===== src/rtl/secded_ilv_pkg.sv =====
package secded_ilv_pkg;

    localparam int DATA_W   = 16;
    localparam int SYN_W    = 5;
    localparam int CHK_W    = SYN_W + 1;
    localparam int CW_W     = DATA_W + CHK_W;
    localparam int GROUP    = 16;
    localparam int GRP_BITS = CW_W * GROUP;
    localparam int IDX_W    = $clog2(GROUP);

    typedef logic [DATA_W-1:0] px_t;
    typedef logic [CW_W-1:0]   cw_t;

    typedef struct packed {
        px_t  data;
        logic corrected;
        logic uncorrectable;
    } dec_res_t;

    // Payload bits fill the non-power-of-two positions; checks sit at powers of two.
    function automatic cw_t secded_encode(input px_t dt);
        cw_t c;
        int  d;
        c = '0;
        d = 0;
        for (int p = 1; p < CW_W; p++) begin
            if ((p & (p - 1)) != 0) begin
                c[p] = dt[d];
                d++;
            end
        end
        for (int k = 0; k < SYN_W; k++) begin
            for (int p = 1; p < CW_W; p++) begin
                if (((p >> k) & 1) == 1 && p != (1 << k)) begin
                    c[1 << k] = c[1 << k] ^ c[p];
                end
            end
        end
        c[0] = ^c[CW_W-1:1];
        return c;
    endfunction

    function automatic dec_res_t secded_decode(input cw_t c);
        logic [SYN_W-1:0] s;
        logic             odd;
        cw_t              f;
        dec_res_t         r;
        int               d;
        s = '0;
        for (int p = 1; p < CW_W; p++) begin
            if (c[p]) s = s ^ SYN_W'(p);
        end
        odd             = ^c;
        f               = c;
        r.corrected     = 1'b0;
        r.uncorrectable = 1'b0;
        if (odd) begin
            if (int'(s) < CW_W) begin
                f[s]        = ~f[s];
                r.corrected = 1'b1;
            end else begin
                r.uncorrectable = 1'b1;
            end
        end else if (s != '0) begin
            r.uncorrectable = 1'b1;
        end
        r.data = '0;
        d = 0;
        for (int p = 1; p < CW_W; p++) begin
            if ((p & (p - 1)) != 0) begin
                r.data[d] = f[p];
                d++;
            end
        end
        return r;
    endfunction

endpackage


===== src/rtl/ilv_pingpong.sv =====
module ilv_pingpong
    import secded_ilv_pkg::*;
#(
    parameter bit DEINTERLEAVE = 1'b0
) (
    input  logic clk,
    input  logic rst,
    input  logic in_valid,
    input  cw_t  in_word,
    output logic out_valid,
    output cw_t  out_word
);

    localparam int LAST = GROUP - 1;

    logic [GRP_BITS-1:0] bank_q [2];
    logic                wr_sel_q, rd_sel_q, draining_q;
    logic [IDX_W-1:0]    wr_cnt_q, rd_cnt_q;
    logic [GRP_BITS-1:0] rd_bits, perm_bits;
    logic                grp_done;

    assign grp_done = in_valid && (wr_cnt_q == IDX_W'(LAST));
    assign rd_bits  = bank_q[rd_sel_q];

    always_ff @(posedge clk) begin
        if (in_valid) begin
            bank_q[wr_sel_q][int'(wr_cnt_q)*CW_W +: CW_W] <= in_word;
        end
    end

    // Bit permutation between row order and column order.
    for (genvar k = 0; k < GRP_BITS; k++) begin : g_perm
        if (DEINTERLEAVE) begin : g_to_rows
            assign perm_bits[k] = rd_bits[(k % CW_W) * GROUP + k / CW_W];
        end else begin : g_to_cols
            assign perm_bits[k] = rd_bits[(k % GROUP) * CW_W + k / GROUP];
        end
    end

    always_ff @(posedge clk) begin
        if (rst) begin
            wr_sel_q   <= 1'b0;
            rd_sel_q   <= 1'b0;
            draining_q <= 1'b0;
            wr_cnt_q   <= '0;
            rd_cnt_q   <= '0;
            out_valid  <= 1'b0;
            out_word   <= '0;
        end else begin
            out_valid <= draining_q;
            if (draining_q) begin
                out_word <= perm_bits[int'(rd_cnt_q)*CW_W +: CW_W];
                rd_cnt_q <= (rd_cnt_q == IDX_W'(LAST)) ? '0 : rd_cnt_q + 1'b1;
                if (rd_cnt_q == IDX_W'(LAST)) draining_q <= 1'b0;
            end
            if (in_valid) begin
                wr_cnt_q <= (wr_cnt_q == IDX_W'(LAST)) ? '0 : wr_cnt_q + 1'b1;
            end
            // Completion of a new group outranks the end of the previous drain.
            if (grp_done) begin
                wr_sel_q   <= ~wr_sel_q;
                rd_sel_q   <= wr_sel_q;
                draining_q <= 1'b1;
                rd_cnt_q   <= '0;
            end
        end
    end

    logic [IDX_W-1:0] emit_cnt_q;
    always_ff @(posedge clk) begin
        if (rst) emit_cnt_q <= '0;
        else if (out_valid) emit_cnt_q <= emit_cnt_q + 1'b1;
    end


    drain_start_chk: assert property (@(posedge clk) disable iff (rst)
        grp_done |-> ##2 out_valid);


    whole_group_chk: assert property (@(posedge clk) disable iff (rst)
        $fell(out_valid) |-> emit_cnt_q == '0);


    bank_split_chk: assert property (@(posedge clk) disable iff (rst)
        draining_q |-> (wr_sel_q != rd_sel_q));

endmodule


===== src/rtl/secded_dec_stage.sv =====
module secded_dec_stage
    import secded_ilv_pkg::*;
(
    input  logic clk,
    input  logic rst,
    input  logic in_valid,
    input  cw_t  in_word,
    output logic px_valid,
    output px_t  px_data,
    output logic px_corrected,
    output logic px_uncorrectable
);

    dec_res_t res;
    assign res = secded_decode(in_word);

    always_ff @(posedge clk) begin
        if (rst) begin
            px_valid         <= 1'b0;
            px_data          <= '0;
            px_corrected     <= 1'b0;
            px_uncorrectable <= 1'b0;
        end else begin
            px_valid <= in_valid;
            if (in_valid) begin
                {px_data, px_corrected, px_uncorrectable} <= res;
            end else begin
                px_corrected     <= 1'b0;
                px_uncorrectable <= 1'b0;
            end
        end
    end


    flag_excl_chk: assert property (@(posedge clk) disable iff (rst)
        !(px_corrected && px_uncorrectable));


    flag_valid_chk: assert property (@(posedge clk) disable iff (rst)
        (px_corrected || px_uncorrectable) |-> px_valid);


    stage_delay_chk: assert property (@(posedge clk) disable iff (rst)
        px_valid |-> $past(in_valid));

endmodule


===== src/rtl/secded_ilv_codec.sv =====
module secded_ilv_codec
    import secded_ilv_pkg::*;
(
    input  logic              clk,
    input  logic              rst,
    input  logic              tx_valid,
    input  logic [DATA_W-1:0] tx_pixel,
    output logic              line_valid,
    output logic [CW_W-1:0]   line_word,
    input  logic              rx_valid,
    input  logic [CW_W-1:0]   rx_word,
    output logic              px_valid,
    output logic [DATA_W-1:0] px_data,
    output logic              px_corrected,
    output logic              px_uncorrectable
);

    cw_t tx_cw;
    cw_t dil_word;
    logic dil_valid;

    assign tx_cw = secded_encode(tx_pixel);

    ilv_pingpong #(.DEINTERLEAVE(1'b0)) u_ilv (
        .clk       (clk),
        .rst       (rst),
        .in_valid  (tx_valid),
        .in_word   (tx_cw),
        .out_valid (line_valid),
        .out_word  (line_word)
    );

    ilv_pingpong #(.DEINTERLEAVE(1'b1)) u_dil (
        .clk       (clk),
        .rst       (rst),
        .in_valid  (rx_valid),
        .in_word   (rx_word),
        .out_valid (dil_valid),
        .out_word  (dil_word)
    );

    secded_dec_stage u_dec (
        .clk              (clk),
        .rst              (rst),
        .in_valid         (dil_valid),
        .in_word          (dil_word),
        .px_valid         (px_valid),
        .px_data          (px_data),
        .px_corrected     (px_corrected),
        .px_uncorrectable (px_uncorrectable)
    );


    tx_parity_chk: assert property (@(posedge clk) disable iff (rst)
        tx_valid |-> (^tx_cw) == 1'b0);

endmodule


===== config.mk =====
export PLATFORM = sky130hd
export DESIGN_NAME = secded_ilv_codec
export DESIGN_NICKNAME = d
export VERILOG_FILES = /design/src/rtl/secded_ilv_pkg.sv /design/src/rtl/ilv_pingpong.sv /design/src/rtl/secded_dec_stage.sv /design/src/rtl/secded_ilv_codec.sv
export SDC_FILE = /design/constraint.sdc
export NUM_CORES = 2
export LEC_CHECK = 0
export CAP_MARGIN = 20
export CORE_UTILIZATION = 35
export DETAILED_ROUTE_END_ITERATION = 10
export PLACE_DENSITY = 0.49
export SYNTH_ARGS = -nofsm -noshare
export SYNTH_HDL_FRONTEND = slang
export SYNTH_SLANG_ARGS = --single-unit

===== constraint.sdc =====
create_clock -name clk -period 5.4 [get_ports clk]
set_clock_uncertainty 0.2 [all_clocks]
set_input_delay 1.08 -clock clk [delete_from_list [all_inputs] [get_ports clk]]
set_output_delay 1.08 -clock clk [all_outputs]
set_load 0.01 [all_outputs]

==> run summary <==
Hold Path Depth = 2
Synth Register Bits = 1497
via count = 53000
Hold WC Path Type = flop to flop
Max IR drop VDD = 0.322 mV
Syn Area/Cell = 13.3 um^2
GRT Residual Overflow = 0
hold path startpoint = u_ilv.out_word[3]
largest family of logic cells by synthesized area = multiplexers
Slew headroom = 0.175
adder-cell share of the synthesized area = 0.00570
Tmin final = 5.26 ns
drt drc = 0
Post-CTS Setup Bufs = 0
hold endpoint = u_ilv.out_word[3]
area share of the largest cell type after synthesis = 0.580
complex-gate fraction of the synthesized area = 0.0735
RR Endpoint = u_ilv.bank_q[0][56]
post_cts resized = 0
Reg2Reg Setup Slack = 0.14 ns
Max Fclk = 190 MHz
gr usage total = 0.289
crit end category = flop
Die Y = 458 um
top cell type by total area after synthesis = edfxtp_1
IO Count = 84
hpwl dp = 224000 um
CTS tree = yes
Reg clk slew, reported paths = 0.06 ns
CTS HTree Levels = 4
crit path kind = flop to flop
crit share post-route = 0.973
Mapped Area = 0.0728 mm^2
Mapped Cells = 5497
unrepaired setup endpoints after global routing = false
Routed Antenna Nets = 0
simple logic cell fraction of the synthesized area = 0.117
maxcap violations = 0
most frequent cells in the layout = edfxtp_1, nor2_1, mux4_2
mux cell area share after synthesis = 0.157
initial antenna violation count = 15
status = finished, final reports clean
first-pass GRT wire length = 422000 um
Worst EP required = 5.75 ns
die area = 0.210 mm^2
max-slew violation count = 0
Post-synth EDFFs = 1408
# rows = 167
fill count = 19300
reg-to-reg startpoint = u_ilv.wr_cnt_q[2]
Buffers on Ports = 83
pre-CTS setup slack = 0.0174 ns
Static Leak = 27.6 nW
area grow syn2layout = 15.8%
Synth Warn # = 0
ratio of cells with drive above 1 in the final layout = 0.207
Max Buffers Root-to-Sink = 3
Max FO, Critical Path = 11
CTS buffer count = 164
ys async rst share = 0
FF/Latch Area = 0.0441 mm^2
largest net degree at the start of global routing = 67
largest cells by area after synthesis = edfxtp_1, mux4_2, nor2_1
Multi-input gate area = 0.0271 mm^2
FF-to-FF path depth = 14
Final Setup Violations = 0
Final Hold Violating Endpoints = 0
Synth Net Count = 5571
hold buffers post-CTS = 0
wirelength, routed = 307000 um
Die X = 458 um
number of detailed-route iterations in the first pass = 6
gpl congestion = 1.05
CTS Root Cell = clkbuf_16
initial DRC count = 6739
Worst-Margin Slew = 1.24 ns
CP arrival = 5.61 ns
DR vias/cell = 6.20
ys flop type = edfxtp_1
pwr/cell area = 390 mW/mm^2
average wire per standard cell = 35.9 um
post-synthesis sequential area ratio = 0.605
number of global-route vias before repair = 51900
Core Region = 0.207 mm^2
Sink Count = 1497
CP Launch Type = flop
XOR/XNOR share of the synthesized area = 0.0161
worst setup margin = 0.144 ns
Nets = 5770
leading cell type in the layout, fill and taps excluded = edfxtp_1
synth unique cells = 96
clock latency on the worst-skew pair = 0.81 ns
Final TNS setup = 0 ns
Initial Utilization = 0.352
==> report_power, final <==
part | internal, mW | switching, mW
logic | 1.89 | 6.52
registers | 12.9 | 0.0360
clock network | 6.65 | 4.94
total | 21.4 | 11.5
==> cell usage after synthesis (all sizes together), types with 34 or more instances <==
cell type / count
clkbuf: 316
nand2: 303
nand3: 137
mux4: 465
a21oi: 248
o21ai: 121
nor2: 1221
dfxtp: 89
nand4: 34
nor3: 180
o22ai: 87
edfxtp: 1408
mux2i: 90
buf: 129
a211oi: 83
xnor2: 57
==> metrics by stage <==
stage	hold WS (ns)	instances	area (um^2)	power [mW]	util
floorplan	0.267	5497	72800	16.7	-
global placement	0.280	8227	78700	21.2	0.380
detailed placement	0.279	8231	78700	21.2	0.381
CTS	0.287	8538	84300	32.7	0.407
global route	0.303	8544	84300	33.5	0.408
finish	0.287	8548	84300	32.9	0.408
==> routing by layer <==
metal | routed length, um | share of wire | track usage | vias up
li1 | - | - | - | 21600
met1 | 114000 | 0.37 | 0.359 | 27400
met2 | 145000 | 0.47 | 0.470 | 3138
met3 | 24400 | 0.080 | 0.0479 | 774
met4 | 23100 | 0.075 | 0.184 | 14
met5 | 92 | 0.00030 | 0 | -
==> worst max-delay path, cell delays in order (launching register included) <==
cell,delay (ns)
dfxtp_1,0.46
ha_4,0.25
ha_1,0.31
fa_1,0.52
nor4_1,0.39
nand2_1,0.24
a21o_1,0.22
nor2_1,0.11
ha_1,0.18
inv_1,0.11
buf_4,0.20
nor2_1,0.47
nand2_1,0.60
buf_4,0.33
nor3_1,0.41
==> cells by family (layout without fill, tap and decap cells) <==
group	Yosys count	count (layout)
and+or+nand+nor	2017	2017
AOI/OAI and AO/OA	811	811
DFF	1497	1497
muxes	560	560
adders and majority gates	32	32
xor gates and xnor gates	102	102
other	0	7
buffers and inverters	478	818
==> worst max path at each step <==
stage | startpoint | to
floorplan | u_ilv.wr_cnt_q[2] | u_ilv.bank_q[1][134]
global placement | tx_pixel[9] | u_ilv.bank_q[0][296]
detailed placement | tx_pixel[15] | u_ilv.bank_q[0][272]
CTS | u_ilv.wr_cnt_q[2] | u_ilv.bank_q[1][128]
global route | u_dil.wr_cnt_q[0] | u_dil.bank_q[1][242]
finish | u_ilv.wr_cnt_q[2] | u_ilv.bank_q[0][56]
==> final cells by class <==
cell class / count / share of cell area
repair buffers: 478 / 0.0481
inverters: 33 / 0.00147
clock buffers: 204 / 0.0517
multi-input cells: 3522 / 0.321
diodes: 7 / 0.000208
clock inverters: 103 / 0.0140
flip-flops and latches: 1497 / 0.523
well taps: 2704 / 0.0401
==> flip-flops by register name, indices dropped and copies added, names as in the netlist, 4 cells and up, named ones only <==
| register | flops |
|---|---|
| u_dec.px_data | 16 |
| u_ilv.rd_cnt_q | 4 |
| u_ilv.out_word | 22 |
| u_dil.bank_q | 704 |
| u_ilv.bank_q | 704 |
| u_dil.rd_cnt_q | 4 |
| u_ilv.wr_cnt_q | 4 |
| u_dil.wr_cnt_q | 4 |
| u_dil.out_word | 22 |
(Power assumes the default switching activity.)
